===== src/rtl/fbp_pkg.sv =====
`timescale 1ns/1ps
package fbp_pkg;

  typedef logic [1:0] ctr_t;

  localparam ctr_t CTR_SNT = 2'b00;
  localparam ctr_t CTR_WNT = 2'b01;
  localparam ctr_t CTR_WT  = 2'b10;
  localparam ctr_t CTR_ST  = 2'b11;

  // saturating step toward the resolved outcome
  function automatic ctr_t ctr_step(input ctr_t cur, input logic taken);
    ctr_t nxt;
    if (taken) nxt = (cur == CTR_ST)  ? CTR_ST  : cur + 2'd1;
    else       nxt = (cur == CTR_SNT) ? CTR_SNT : cur - 2'd1;
    return nxt;
  endfunction

  function automatic logic ctr_taken(input ctr_t cur);
    return cur[1];
  endfunction

endpackage


===== src/rtl/fbp_dir_table.sv =====
`timescale 1ns/1ps
module fbp_dir_table #(
  parameter int IDX_W = 6
) (
  input  logic             clk,
  input  logic             rst_n,
  input  logic [IDX_W-1:0] lk_idx,
  output logic             lk_taken,
  input  logic             up_en,
  input  logic [IDX_W-1:0] up_idx,
  input  logic             up_taken
);
  import fbp_pkg::*;

  localparam int DEPTH = 1 << IDX_W;

  ctr_t             ctr_q [DEPTH];
  ctr_t             ctr_d;
  logic [DEPTH-1:0] ctr_we;

  // next-state value for the entry being resolved
  always_comb begin
    ctr_d = ctr_step(ctr_q[up_idx], up_taken);
  end

  for (genvar e = 0; e < DEPTH; e++) begin : g_ctr
    assign ctr_we[e] = up_en && (up_idx == IDX_W'(e));

    always_ff @(posedge clk or negedge rst_n) begin
      if (!rst_n)         ctr_q[e] <= CTR_WNT;
      else if (ctr_we[e]) ctr_q[e] <= ctr_d;
    end
  end

  always_comb begin
    lk_taken = ctr_taken(ctr_q[lk_idx]);
  end

endmodule


===== src/rtl/fbp_tgt_buffer.sv =====
`timescale 1ns/1ps
module fbp_tgt_buffer #(
  parameter int PC_W    = 32,
  parameter int ENTRIES = 8,
  localparam int TAG_W  = PC_W - 2,
  localparam int PTR_W  = (ENTRIES > 1) ? $clog2(ENTRIES) : 1
) (
  input  logic             clk,
  input  logic             rst_n,
  input  logic             lk_en,
  input  logic [TAG_W-1:0] lk_tag,
  output logic             lk_hit,
  output logic [PC_W-1:0]  lk_target,
  input  logic             up_en,
  input  logic [TAG_W-1:0] up_tag,
  input  logic [PC_W-1:0]  up_target,
  output logic             up_hit,
  output logic [PTR_W-1:0] alloc_ptr
);

  logic [ENTRIES-1:0] valid_q;
  logic [TAG_W-1:0]   tag_q [ENTRIES];
  logic [PC_W-1:0]    tgt_q [ENTRIES];

  logic [ENTRIES-1:0] lk_match;
  logic [ENTRIES-1:0] up_match;
  logic [ENTRIES-1:0] slot_we;
  logic [PTR_W-1:0]   hit_slot;
  logic [PTR_W-1:0]   wr_slot;
  logic [PTR_W-1:0]   ptr_q;
  logic [PTR_W-1:0]   ptr_d;

  for (genvar e = 0; e < ENTRIES; e++) begin : g_cmp
    assign lk_match[e] = lk_en && valid_q[e] && (tag_q[e] == lk_tag);
    assign up_match[e] = valid_q[e] && (tag_q[e] == up_tag);
  end

  // tags are unique, so at most one match: OR-reduce the targets
  always_comb begin
    lk_target = '0;
    for (int e = 0; e < ENTRIES; e++) begin
      if (lk_match[e]) lk_target = lk_target | tgt_q[e];
    end
  end
  assign lk_hit = |lk_match;

  always_comb begin
    hit_slot = '0;
    for (int e = 0; e < ENTRIES; e++) begin
      if (up_match[e]) hit_slot = PTR_W'(e);
    end
  end
  assign up_hit  = |up_match;
  assign wr_slot = up_hit ? hit_slot : ptr_q;

  // replacement pointer next state: advance only on a fresh allocation
  always_comb begin
    ptr_d = ptr_q;
    if (up_en && !up_hit) begin
      ptr_d = (ptr_q == PTR_W'(ENTRIES - 1)) ? '0 : ptr_q + PTR_W'(1);
    end
  end

  always_ff @(posedge clk or negedge rst_n) begin
    if (!rst_n) ptr_q <= '0;
    else        ptr_q <= ptr_d;
  end
  assign alloc_ptr = ptr_q;

  for (genvar e = 0; e < ENTRIES; e++) begin : g_slot
    assign slot_we[e] = up_en && (wr_slot == PTR_W'(e));

    always_ff @(posedge clk or negedge rst_n) begin
      if (!rst_n)          valid_q[e] <= 1'b0;
      else if (slot_we[e]) valid_q[e] <= 1'b1;
    end

    // payload carries no reset: qualified by valid_q
    always_ff @(posedge clk) begin
      if (slot_we[e]) begin
        tag_q[e] <= up_tag;
        tgt_q[e] <= up_target;
      end
    end
  end

endmodule


===== src/rtl/fbp_resolve_cmp.sv =====
`timescale 1ns/1ps
module fbp_resolve_cmp #(
  parameter int PC_W = 32
) (
  input  logic            res_valid,
  input  logic            res_taken,
  input  logic [PC_W-1:0] res_target,
  input  logic            res_pred_taken,
  input  logic [PC_W-1:0] res_pred_target,
  output logic            dir_miss,
  output logic            tgt_miss,
  output logic            mispredict
);

  always_comb begin
    dir_miss   = res_valid && (res_taken != res_pred_taken);
    tgt_miss   = res_valid && res_taken && res_pred_taken &&
                 (res_target != res_pred_target);
    mispredict = dir_miss || tgt_miss;
  end

endmodule


===== src/rtl/fetch_bpred.sv =====
`timescale 1ns/1ps
module fetch_bpred #(
  parameter int PC_W       = 32,
  parameter int IDX_W      = 6,
  parameter int TB_ENTRIES = 8
) (
  input  logic            clk,
  input  logic            rst_n,
  input  logic [PC_W-1:0] fetch_pc,
  output logic            pred_taken,
  output logic [PC_W-1:0] pred_next_pc,
  output logic            misfetch,
  input  logic            res_valid,
  input  logic [PC_W-1:0] res_pc,
  input  logic            res_taken,
  input  logic [PC_W-1:0] res_target,
  input  logic            res_pred_taken,
  input  logic [PC_W-1:0] res_pred_target,
  output logic            res_dir_miss,
  output logic            res_tgt_miss,
  output logic            res_mispredict
);

  localparam int TAG_W = PC_W - 2;
  localparam int PTR_W = (TB_ENTRIES > 1) ? $clog2(TB_ENTRIES) : 1;

  // reset: asserted asynchronously, released on a clock edge
  logic [1:0] rst_pipe_q;
  logic       rst_sync_n;

  always_ff @(posedge clk or negedge rst_n) begin
    if (!rst_n) rst_pipe_q <= '0;
    else        rst_pipe_q <= {rst_pipe_q[0], 1'b1};
  end
  assign rst_sync_n = rst_pipe_q[1];

  logic             dir_taken;
  logic             tb_hit;
  logic [PC_W-1:0]  tb_target;
  logic             tb_up_hit;
  logic [PTR_W-1:0] alloc_ptr;
  logic [PC_W-1:0]  seq_pc;
  logic             unused_lsb;

  assign unused_lsb = ^res_pc[1:0];
  assign seq_pc     = fetch_pc + PC_W'(4);

  fbp_dir_table #(
    .IDX_W (IDX_W)
  ) dir_i (
    .clk      (clk),
    .rst_n    (rst_sync_n),
    .lk_idx   (fetch_pc[IDX_W+1:2]),
    .lk_taken (dir_taken),
    .up_en    (res_valid),
    .up_idx   (res_pc[IDX_W+1:2]),
    .up_taken (res_taken)
  );

  fbp_tgt_buffer #(
    .PC_W    (PC_W),
    .ENTRIES (TB_ENTRIES)
  ) tb_i (
    .clk       (clk),
    .rst_n     (rst_sync_n),
    .lk_en     (dir_taken),
    .lk_tag    (fetch_pc[PC_W-1:2]),
    .lk_hit    (tb_hit),
    .lk_target (tb_target),
    .up_en     (res_valid && res_taken),
    .up_tag    (res_pc[PC_W-1:2]),
    .up_target (res_target),
    .up_hit    (tb_up_hit),
    .alloc_ptr (alloc_ptr)
  );

  fbp_resolve_cmp #(
    .PC_W (PC_W)
  ) cmp_i (
    .res_valid       (res_valid),
    .res_taken       (res_taken),
    .res_target      (res_target),
    .res_pred_taken  (res_pred_taken),
    .res_pred_target (res_pred_target),
    .dir_miss        (res_dir_miss),
    .tgt_miss        (res_tgt_miss),
    .mispredict      (res_mispredict)
  );

  always_comb begin
    pred_taken   = dir_taken;
    misfetch     = dir_taken && !tb_hit;
    pred_next_pc = (dir_taken && tb_hit) ? tb_target : seq_pc;
  end

  logic [TAG_W-1:0] unused_tag_w;
  assign unused_tag_w = '0;

endmodule


===== config.mk =====
export PLATFORM = sky130hd
export DESIGN_NAME = fetch_bpred
export DESIGN_NICKNAME = d
export VERILOG_FILES = /design/src/rtl/fbp_pkg.sv /design/src/rtl/fbp_dir_table.sv /design/src/rtl/fbp_tgt_buffer.sv /design/src/rtl/fbp_resolve_cmp.sv /design/src/rtl/fetch_bpred.sv
export SDC_FILE = /design/constraint.sdc
export NUM_CORES = 1
export LEC_CHECK = 0
export BUFFER_PORTS_ARGS = -buffer_cell sky130_fd_sc_hd__buf_4
export CAP_MARGIN = 40
export CORE_MARGIN = 8
export CORE_UTILIZATION = 35
export DETAILED_ROUTE_END_ITERATION = 7
export GPL_TIMING_DRIVEN = 0
export SYNTH_ARGS = -nofsm -noshare
export SYNTH_HDL_FRONTEND = slang
export SYNTH_SLANG_ARGS = --single-unit

===== constraint.sdc =====
create_clock -name clk -period 10.4 [get_ports clk]
set_input_delay 1.04 -clock clk [delete_from_list [all_inputs] [get_ports clk]]
set_output_delay 1.04 -clock clk [all_outputs]
set_load 0.03 [all_outputs]

==> summary.md, run 1 <==
| Metric | Value |
|---|---|
| Outcome | completed |
| Share of power burned in registers | 47.6% |
| Post-synth cell types | 63 |
| Share of the synthesized area in the top cell type | 48.04% |
| Commonest non-fill, non-tap cell in the layout | edfxtp_1 |
| # rows | 109 |
| Clock root cell | clkbuf_16 |
| Layout cells sized above 1 | 19.59% |
| Max_cap viols | 0 |
| Die ar. | 98360 um^2 |
| Final hold violations | 0 |
| Commonest non-fill, non-tap cells in the layout | edfxtp_1, xnor2_1, buf_4, nand2_1, nor2_1 |
| PostCTS Resize Cnt | 0 |
| Initial Util | 35.19% |
| Seq/Total Area, Yosys | 59.68% |
| Psw | 1.956 mW |
| Core area | 88100 um^2 |
| Clock power share | 36.6% |
| Vias | 22614 |
| Final setup fails | 0 |
| Comb pwr share | 15.8% |
| CP max-delay cell | clkbuf_1 |
| Fin nets | 2825 |
| Routed len/inst | 31.46 um |
| DIE HEIGHT | 313.6 um |
| 1st-pass router iterations | 6 |
| CP arrival | 5.67 ns |
| Internal power | 4.792 mW |
| Post-DP Area | 34320 um^2 |
| CTS H-Tree Depth | 3 |
| R2r setup slk | 5.61 ns |
| Worst skew pair latency | 0.65 ns |
| Leak | 11.93 nW |
| TritonCTS clock tree | done |
| Fmax | 149.0 MHz |
| Worst VDD drop | 0.1094 mV |
| Syn_nets | 2550 |
| DRT iter0 DRCs | 3076 |
| Post-synth top area cell | edfxtp_1 |
| Clock-pin slew on the worst setup and hold paths | 0.06 ns |
| Pins Over Slew Limit | 0 |
| Hold Crit Class | primary input to asynchronous set/reset pin |
| Switching share of power | 28.98% |
| Fin cells | 3913 |
| Final min period | 6.713 ns |
| Avg Vias per Cell | 5.779 |
| Ys async rst share | 22.14% |
| GR Util All Layers | 24.25% |
| Crit-path cells | clkbuf_1 > buf_2 > xor2_1 > nor4_1 > nand4_1 > nor4_1 > clkdlybuf4s18_2 > clkbuf_1 > a22oi_1 > and3_1 > o22ai_1 > buf_4 |
| Mapped cell area | 31000 um^2 |
| Power Density | 184.4 nW/um^2 |
| Synth warnings | 0 |
| Largest net degree at the start of global routing | 56 |
| RSZ-0062 raised after global routing | false |
| Number of global-route vias before repair | 22526 |
| Ports | 170 |
| Crit end category | output pin |
| Number of buffers on the longest clock path | 3 |
| Post-layout instance area | 36590 um^2 |
| WS Path Type | primary input to output pin |
| Critical Path RT | 9.36 ns |
| Reg2Reg Capture Point | tb_i.tag_q[0][49]$_DFFE_PP_ |
| FF-to-FF path depth | 12 |
| Detailed Place HPWL | 86650 um |
| Fillers | 8229 |
| Syn Area/Cell | 12.84 um^2 |
| Critical Path Source Type | primary input |
| Ys flop type | edfxtp_1 |
| Cts hold-fix bufs | 0 |
| Seq cells post-synth | 637 |
| Post-synth EDFFs | 496 |
| # port buffers | 153 |
| Grt ovf | 0 |
| Clock skew | 0.02665 ns |
| Routed WL | 123100 um |
| Worst r2r src | tb_i.tag_q[1][31]$_DFFE_PP_ |
| CTS Buf Count | 72 |
| Antenna violations before repair | 7 |
| Relative slew slack | 36.33% |
| Routability congestion estimate | 0.9408 |
| Cell count after synthesis | 2414 |
| Post-route DRC | 0 |
| DRT antenna net count | 0 |
| Post-CTS Repair Setup Buffers | 0 |
| CTS sink count | 637 |
| Max stage delay on crit path | 0.69 ns |
| Placed cells | 3780 |
| Actual slew at the worst max-slew pin | 0.9551 ns |
| Worst Path Max Fanout | 10 |
| Top post-synthesis cells by area | edfxtp_1, xnor2_1, dfrtp_1, dfstp_2, xor2_1 |
| First-pass GRT wire length | 170500 um |
| Area grow syn2layout | 18.01% |
| Period utilization | 64.55% |
| Die Span X | 313.6 um |
==> cells in the mapped netlist (41+ instances only) <==
cell / count
o21ai_0: 60
a21oi_1: 73
xor2_1: 155
nand4_1: 142
a22o_1: 43
clkbuf_1: 41
edfxtp_1: 496
mux4_2: 49
nor2_1: 167
a22oi_1: 76
dfstp_2: 64
buf_2: 77
nand2_1: 176
nor4_1: 54
dfrtp_1: 77
xnor2_1: 387
==> through the flow <==
step           hold WS [ns]  setup WS [ns]  util (%)  total power, mW  setup TNS, ns
6_report             0.1767          3.687     41.53            6.748              0
5_1_grt              0.1608          3.493     41.53            6.945              0
4_1_cts              0.1474          3.816     41.52            6.756              0
3_5_place_dp         0.3430          3.803     38.96            4.313              0
3_3_place_gp         0.3387         -2.933     38.15            4.262        -318.76
2_1_floorplan        0.3312          2.432         -            3.828              0
==> cells by family (layout without fill, tap and decap cells) <==
logic type,after synthesis,count (layout),synth area share [%]
AO/OA/AOI/OAI,340,340,7.422
XOR/XNOR,542,542,15.31
adder cells (fa/ha/maj),3,3,0.1211
buffers and inverters,151,484,2.466
flip-flops,637,637,59.68
multiplexers,56,56,3.822
other,1,2,0.01210
AND/OR/NAND/NOR,684,684,11.16
==> area by class of cell <==
| type | instances | area, um^2 | share of cell area (%) |
|---|---|---|---|
| clock inverter | 31 | 294.0 | 0.8037 |
| inverter | 12 | 45.04 | 0.1231 |
| timing repair buffer | 201 | 1804 | 4.931 |
| buffer | 139 | 719.4 | 1.966 |
| clock buffer | 101 | 1967 | 5.376 |
| sequential | 637 | 18510 | 50.58 |
| tap | 1165 | 1458 | 3.984 |
| antenna | 1 | 2.502 | 0.006840 |
| multi-input combinational | 1626 | 11790 | 32.23 |
==> how the worst max path moves through the flow <==
stage | start | endpoint | slack [ns] | cells after the start
2_1_floorplan | res_pc[10] | tb_i.tag_q[0][0]$_DFFE_PP_ | 2.43 | 9
3_3_place_gp | res_pc[3] | tb_i.tgt_q[0][21]$_DFFE_PP_ | -2.93 | 12
3_5_place_dp | fetch_pc[3] | pred_next_pc[8] | 3.80 | 13
4_1_cts | fetch_pc[3] | pred_next_pc[8] | 3.82 | 13
5_1_grt | fetch_pc[3] | pred_next_pc[7] | 3.49 | 13
6_report | fetch_pc[6] | pred_next_pc[8] | 3.69 | 12
==> routing by layer <==
| layer | wire length (um) | global-route usage (%) |
|---|---|---|
| met1 | 48730 | 31.60 |
| met2 | 56840 | 38.56 |
| met4 | 6168 | 11.09 |
| met5 | 13 | 0 |
| met3 | 11340 | 5.345 |
==> registers in the layout, indices dropped and copies added (netlist names) <==
register	flops
dir_i.ctr_q	128
tb_i.alloc_ptr	3
tb_i.tgt_q	256
tb_i.tag_q	240
rst_pipe_q	2
tb_i.valid_q	8
==> critical path, delay by kind of cell <==
kind	cells	cell delay (ns)
buffers and inverters	5	2.48
AND/OR/NAND/NOR	4	1.19
AO/OA/AOI/OAI	2	0.78
XOR/XNOR	1	0.14
==> power by group through the flow <==
| stage | combinational, mW | sequential [mW] | clock [mW] |
|---|---|---|---|
| 4_1_cts | 1.06 | 3.21 | 2.49 |
| 2_1_floorplan | 0.606 | 3.22 | 0 |
| 3_3_place_gp | 0.979 | 3.28 | 0 |
| 5_1_grt | 1.13 | 3.23 | 2.58 |
| 3_5_place_dp | 1.05 | 3.26 | 0 |
| 6_report | 1.07 | 3.21 | 2.47 |
Power figures use the tool's default switching activity.
==> inputs of run 2 (changes only) <==
==> constraint.sdc (replaced) <==
create_clock -name clk -period 6.01 [get_ports clk]
set_input_delay 0.601 -clock clk [delete_from_list [all_inputs] [get_ports clk]]
set_output_delay 0.601 -clock clk [all_outputs]
set_load 0.03 [all_outputs]
==> summary.md, run 2 (synthesis results as in run 1) <==
| Metric | Value |
|---|---|
| Routed wl met3 | 11730 um (was 11340 um) |
| Reg2Reg Capture Point | tb_i.tgt_q[0][83]$_DFFE_PP_ (was tb_i.tag_q[0][49]$_DFFE_PP_) |
| M1 wire length | 50780 um (was 48730 um) |
| Crit path from | fetch_pc[3] (was fetch_pc[6]) |
| DRT iter0 DRCs | 2819 (was 3076) |
| Avg Vias per Cell | 5.786 (was 5.779) |
| Crit end category | output pin (unchanged) |
| Max_cap viols | 0 (unchanged) |
| Layout cells sized above 1 | 19.93% (was 19.59%) |
| Crit-path cells | buf_4 > buf_2 > buf_2 > xor2_1 > nor4_1 > nand4_1 > nor4_2 > buf_4 > buf_2 > buf_2 > a22oi_1 > and3_1 > o22ai_1 > buf_4 (was clkbuf_1 > buf_2 > xor2_1 > nor4_1 > nand4_1 > nor4_1 > clkdlybuf4s18_2 > clkbuf_1 > a22oi_1 > and3_1 > o22ai_1 > buf_4) |
| Hold Worst Slack | 0.1922 ns (was 0.1767 ns) |
| Critical Path Source Type | primary input (unchanged) |
| Ports | 170 (unchanged) |
| 1st-pass router iterations | 6 (unchanged) |
| Routed WL | 125000 um (was 123100 um) |
| CP max-delay cell | nor4_2 (was clkbuf_1) |
| Fin nets | 2825 (unchanged) |
| Sequential Area | 18510 um^2 (unchanged) |
| Area grow syn2layout | 19.20% (was 18.01%) |
| Top flop regs | tb_i.tgt_q (256), tb_i.tag_q (240), dir_i.ctr_q (128) (unchanged) |
| Clock root cell | clkbuf_16 (unchanged) |
| Post-CTS Repair Setup Buffers | 0 (unchanged) |
| Hold path depth | 1 |
| Routability congestion estimate | 0.9094 (was 0.9408) |
| DRT antenna net count | 0 (unchanged) |
| Antenna violations before repair | 12 (was 7) |
| Final setup fails | 0 (unchanged) |
| Critical Path RT | 5.41 ns (was 9.36 ns) |
| Commonest non-fill, non-tap cells in the layout | edfxtp_1, xnor2_1, nand2_1, buf_4, nor2_1 (was edfxtp_1, xnor2_1, buf_4, nand2_1, nor2_1) |
| Fillers | 8165 (was 8229) |
| Routed len/inst | 31.96 um (was 31.46 um) |
| Hold EP | tb_i.tgt_q[1][117]$_DFFE_PP_ |
| Detailed Place HPWL | 86020 um (was 86650 um) |
| Final hold violations | 0 (unchanged) |
| Pins Over Slew Limit | 0 (unchanged) |
| CTS H-Tree Depth | 3 (unchanged) |
| GR Util All Layers | 24.63% (was 24.25%) |
| FF-to-FF path depth | 9 (was 12) |
| First-pass GRT wire length | 172300 um (was 170500 um) |
| WS Path Type | primary input to output pin (unchanged) |
| Dpl ws | -0.1216 ns (was 3.803 ns) |
| Fmax | 170.6 MHz |
| Die Span X | 313.6 um (unchanged) |
| Worst VDD drop | 0.2041 mV (was 0.1094 mV) |
| Outcome | completed (unchanged) |
| # rows | 109 (unchanged) |
| CTS sink count | 637 (unchanged) |
| CTS Buf Count | 74 (was 72) |
| Worst skew pair latency | 0.66 ns (was 0.65 ns) |
| Commonest non-fill, non-tap cell in the layout | edfxtp_1 (unchanged) |
| Max stage delay on crit path | 0.74 ns (was 0.69 ns) |
| Hold Crit Class | primary input to flip-flop (was primary input to asynchronous set/reset pin) |
| Largest net degree at the start of global routing | 53 (was 56) |
| # port buffers | 153 (unchanged) |
| Power Density | 325.3 nW/um^2 (was 184.4 nW/um^2) |
| Grt ovf | 0 (unchanged) |
| TritonCTS clock tree | done (unchanged) |
| Period utilization | 97.56% |
| Final WS setup | 0.1469 ns (was 3.687 ns) |
| Leak | 12.10 nW (was 11.93 nW) |
| Top Family by Delay on Critical Path | buffers and inverters (unchanged) |
| Final min period | 5.863 ns |
| Clock skew | 0.04960 ns (was 0.02665 ns) |
| RSZ-0062 raised after global routing | false (unchanged) |
| Actual slew at the worst max-slew pin | 0.9269 ns (was 0.9551 ns) |
| Top routing layer in use | met5 (unchanged) |
| Clock-pin slew on the worst setup and hold paths | 0.06 ns (about the same) |
| Multi-input gate area | 11820 um^2 (was 11790 um^2) |
| Relative slew slack | 38.21% (was 36.33%) |
| CP arrival | 5.26 ns (was 5.67 ns) |
| Number of buffers on the longest clock path | 3 (unchanged) |
| DIE HEIGHT | 313.6 um (unchanged) |
| Cell mode on critical path | buf_2 |
| Initial Util | 35.19% (unchanged) |
| Die ar. | 98360 um^2 (unchanged) |
| Hold path start | res_target[21] |
| Worst path bufs/invs | 7 (was 5) |
| Worst Path Max Fanout | 14 (was 10) |
| R2r setup slk | 1.39 ns (was 5.61 ns) |
| Max FFs per register | 256 (unchanged) |
| Post-route DRC | 0 (unchanged) |
| Vias | 22628 (was 22614) |
| Most flops, register | tb_i.tgt_q (unchanged) |
| Number of global-route vias before repair | 22299 (was 22526) |
| Core area | 88100 um^2 (unchanged) |
| Met2 wire length | 56970 um (was 56840 um) |
| Worst r2r src | tb_i.tag_q[0][113]$_DFFE_PP_ (was tb_i.tag_q[1][31]$_DFFE_PP_) |
[run 2: changes by cell type in the layout (fill, tap and decap cells not counted), sizes merged]
| cell | previous run | this run |
|---|---|---|
| inv | 15 | 14 |
| dlygate4sd3 | 0 | 1 |
| clkinv | 28 | 31 |
| buf | 298 | 297 |
| clkdlybuf4s18 | 1 | 0 |
| diode | 1 | 2 |
| bufinv | 0 | 5 |
| clkbuf | 142 | 133 |
[run 2: worst max path at each step]
stage                     slack (ns)  cells after the start                      endpoint
after CTS                       0.22                     14               pred_next_pc[8]
after floorplan                 0.19                      9  tb_i.tag_q[0][100]$_DFFE_PP_
after global placement         -4.35                     10  tb_i.tgt_q[0][117]$_DFFE_PP_
final                           0.15                     14              pred_next_pc[11]
after detailed placement       -0.12                     12   tb_i.tgt_q[0][83]$_DFFE_PP_
after global routing            0.16                     14              pred_next_pc[11]
[run 2: report_power, final]
group          total [mW]  internal (mW)  switching, mW
clock                4.59           2.62           1.96
combinational        1.88          0.700           1.18
sequential           5.56           5.27          0.286
total                12.0           8.59           3.43
[run 2: per-stage QoR]
step | util (%) | cells | total power [mW] | cell area (um^2) | TNS (ns)
3_3_place_gp | 38.16 | 3732 | 7.373 | 33620 | -1833.28
3_5_place_dp | 39.13 | 3778 | 7.493 | 34470 | -2.888
6_report | 41.94 | 3911 | 12.02 | 36950 | 0
4_1_cts | 41.93 | 3909 | 12.04 | 36940 | 0
2_1_floorplan | - | 2414 | 6.621 | 31010 | 0
5_1_grt | 41.94 | 3910 | 12.36 | 36950 | 0
[run 2: repair_timing]
| item | CTS | global route |
|---|---|---|
| hold endpoints to repair | 2 | 0 |
| resized for setup | 0 | 1 |
| pin swaps | 0 | 0 |
| hold buffers | 1 | 0 |
| setup endpoints to repair | 1 | 1 |
[run 2: layout make-up]
class	instances	area share, %
Sequential cell	637	50.08
Multi-Input combinational cell	1626	31.98
Clock buffer	93	5.427
Timing Repair Buffer	200	5.251
Tap cell	1165	3.944
Buffer	138	1.937
Clock inverter	38	1.246
Inverter	12	0.1219
Antenna cell	2	0.01354
[run 2: per-layer routing]
layer / track usage, % / vias up
met1: 33.40 / 11403
met5: 0 / -
met2: 38.78 / 1415
li1: - / 9536
met3: 4.754 / 272
met4: 9.884 / 2
[run 2: worst register-to-register path: stages (launching register included)]
cell      delay (ns)
edfxtp_1        0.42
xnor2_1         0.34
nand4_1         0.14
or4_1           0.55
o41ai_1         0.84
a31oi_1         0.43
a221o_1         0.54
nor2_4          0.55
buf_12          0.29
buf_12          0.22
==> inputs of run 3 (changes only) <==
==> constraint.sdc (replaced) <==
create_clock -name clk -period 6.01 [get_ports clk]
set_input_delay 0.9015 -clock clk [delete_from_list [all_inputs] [get_ports clk]]
set_output_delay 0.9015 -clock clk [all_outputs]
set_load 0.03 [all_outputs]
==> summary.md, run 3 (synthesis results as in run 1) <==
| Metric | Value |
|---|---|
| Routability congestion estimate | 0.9320 (was 0.9094) |
| # rows | 109 (unchanged) |
| Final hold violations | 0 (unchanged) |
| Met2 wire length | 54910 um (was 56970 um) |
| Psw | 3.355 mW (was 3.426 mW) |
| Die Span X | 313.6 um (unchanged) |
| Leak | 12.00 nW (was 12.10 nW) |
| DRT iter0 DRCs | 3355 (was 2819) |
| Post-route DRC | 0 (unchanged) |
| Clock-pin slew on the worst setup and hold paths | 0.05 ns (was 0.06 ns) |
| CTS sink count | 637 (unchanged) |
| 1st-pass router iterations | 5 (was 6) |
| Detailed Place HPWL | 84740 um (was 86020 um) |
| RSZ-0062 raised after global routing | false (unchanged) |
| Fin nets | 2818 (was 2825) |
| Final setup fails | 0 (unchanged) |
| GR Util All Layers | 24.36% (was 24.63%) |
| DRT antenna net count | 0 (unchanged) |
| Period utilization | 99.19% (was 97.56%) |
| Area grow syn2layout | 18.55% (was 19.20%) |
| Most flops, register | tb_i.tgt_q (unchanged) |
| Relative slew slack | 40.17% (was 38.21%) |
| Crit end category | output pin (unchanged) |
| Power Density | 321.4 nW/um^2 (was 325.3 nW/um^2) |
| CP arrival | 5.06 ns (was 5.26 ns) |
| Post-CTS Repair Setup Buffers | 0 (unchanged) |
| Cell mode on critical path | buf_4 (was buf_2) |
| Top routing layer in use | met5 (unchanged) |
| Core area | 88100 um^2 (unchanged) |
| Routed len/inst | 31.64 um (was 31.96 um) |
| CTS H-Tree Depth | 3 (unchanged) |
| Worst VDD drop | 0.2043 mV (was 0.2041 mV) |
| Internal power | 8.457 mW (was 8.595 mW) |
| Max stage delay on crit path | 0.66 ns (was 0.74 ns) |
| Switching share of power | 28.40% (was 28.50%) |
| Clock power share | 37.1% (was 38.1%) |
| Hold Crit Class | primary input to asynchronous set/reset pin (was primary input to flip-flop) |
| Critical Path RT | 5.11 ns (was 5.41 ns) |
| Initial Util | 35.19% (unchanged) |
| DIE HEIGHT | 313.6 um (unchanged) |
| Top flop regs | tb_i.tgt_q (256), tb_i.tag_q (240), dir_i.ctr_q (128) (unchanged) |
| Worst Path Max Fanout | 10 (was 14) |
| Grt ovf | 0 (unchanged) |
| Post-layout instance area | 36750 um^2 (was 36950 um^2) |
| Share of power burned in registers | 47.0% (was 46.2%) |
| Commonest non-fill, non-tap cell in the layout | edfxtp_1 (unchanged) |
| Crit-path cells | buf_4 > buf_2 > xnor2_1 > nand4_1 > or4_1 > nor4_2 > buf_4 > clkbuf_1 > a221oi_1 > and3_1 > o22ai_2 > buf_4 (was buf_4 > buf_2 > buf_2 > xor2_1 > nor4_1 > nand4_1 > nor4_2 > buf_4 > buf_2 > buf_2 > a22oi_1 > and3_1 > o22ai_1 > buf_4) |
| # port buffers | 153 (unchanged) |
| Routed wl met3 | 12780 um (was 11730 um) |
| Worst skew pair latency | 0.63 ns (was 0.66 ns) |
| Max_cap viols | 0 (unchanged) |
| Clock skew | 0.02468 ns (was 0.04960 ns) |
| Worst path bufs/invs | 5 (was 7) |
| CP max-delay cell | clkbuf_1 (was nor4_2) |
| First-pass GRT wire length | 171300 um (was 172300 um) |
| Post-DP Area | 34380 um^2 (was 34470 um^2) |
| Final min period | 5.961 ns (was 5.863 ns) |
| Top Family by Delay on Critical Path | buffers and inverters (unchanged) |
| CTS Buf Count | 73 (was 74) |
| Antenna violations before repair | 12 (unchanged) |
| Sequential Area | 18510 um^2 (unchanged) |
| Ports | 170 (unchanged) |
| Max FFs per register | 256 (unchanged) |
| Commonest non-fill, non-tap cells in the layout | edfxtp_1, xnor2_1, nand2_1, buf_4, nor2_1 (unchanged) |
| M1 wire length | 49500 um (was 50780 um) |
| TritonCTS clock tree | done (unchanged) |
| Pins Over Slew Limit | 0 (unchanged) |
| Largest net degree at the start of global routing | 70 (was 53) |
| Outcome | completed (unchanged) |
| Comb pwr share | 15.9% (was 15.6%) |
| Number of global-route vias before repair | 22572 (was 22299) |
| Actual slew at the worst max-slew pin | 0.8945 ns (was 0.9269 ns) |
| WS Path Type | primary input to output pin (unchanged) |
| Avg Vias per Cell | 5.804 (was 5.786) |
| Multi-input gate area | 11840 um^2 (was 11820 um^2) |
| Setup TNS | 0 ns (unchanged) |
| Routed WL | 123500 um (was 125000 um) |
| Layout cells sized above 1 | 19.90% (was 19.93%) |
| Fmax | 167.7 MHz (was 170.6 MHz) |
| Critical Path Source Type | primary input (unchanged) |
| Vias | 22649 (was 22628) |
| Fillers | 8278 (was 8165) |
| Clock root cell | clkbuf_16 (unchanged) |
| Number of buffers on the longest clock path | 3 (unchanged) |
| Die ar. | 98360 um^2 (unchanged) |
run 3: final cells by class:
class,instances,area share (%)
plain buffers,139,2.009
multi-input cells,1626,32.20
diodes,4,0.02723
clock inverters,34,1.021
clock buffers,92,5.277
flip-flops and latches,637,50.35
inverters,12,0.1226
well taps,1165,3.966
repair buffers,193,5.025
run 3: timing repair:
item,in CTS,in global routing
resized for setup,6,14
hold buffers,0,0
pin swaps,0,1
setup endpoints to repair,24,12
gates cloned,0,0
run 3: worst paths after layout:
path / startpoint / end / cells after the start / slack [ns]
max: fetch_pc[7] / pred_next_pc[8] / 12 / 0.05
min: rst_n / rst_pipe_q[0]$_DFF_PN0_ / 1 / 0.06
max reg2reg: tb_i.tag_q[0][95]$_DFFE_PP_ / tb_i.tgt_q[0][21]$_DFFE_PP_ / 11 / 1.50
min reg2reg: rst_pipe_q[0]$_DFF_PN0_ / rst_pipe_q[1]$_DFF_PN0_ / 0 / 0.36
max in group asynchronous: rst_pipe_q[1]$_DFF_PN0_ / dir_i.ctr_q[53]$_DFFE_PN0P_ / 2 / 4.87
min in group clk: rst_pipe_q[0]$_DFF_PN0_ / rst_pipe_q[1]$_DFF_PN0_ / 0 / 0.36
run 3: power by group through the flow:
| stage | combinational, mW | clock [mW] | sequential (mW) |
|---|---|---|---|
| finish | 1.87 | 4.39 | 5.55 |
| global route | 1.98 | 4.58 | 5.59 |
| CTS | 1.86 | 4.43 | 5.54 |
| detailed placement | 1.85 | 0 | 5.63 |
| global placement | 1.69 | 0 | 5.67 |
| floorplan | 1.05 | 0 | 5.57 |
run 3: layer usage:
layer | vias to the layer above | track usage (%)
met1 | 11386 | 33.02
met5 | - | 0
li1 | 9541 | -
met4 | 4 | 10.96
met3 | 295 | 4.951
met2 | 1423 | 37.63
run 3: stage by stage:
step	std cells	hold slack [ns]	util [%]	total power [mW]	setup slack (ns)
2_1_floorplan	2414	0.3312	-	6.621	-0.1080
5_1_grt	3900	0.04069	41.71	12.15	0.0009894
6_report	3902	0.06039	41.72	11.81	0.04872
3_3_place_gp	3732	0.3390	38.16	7.359	-3.769
4_1_cts	3898	0.02632	41.68	11.83	0.01060
3_5_place_dp	3772	0.3491	39.02	7.476	-0.4864
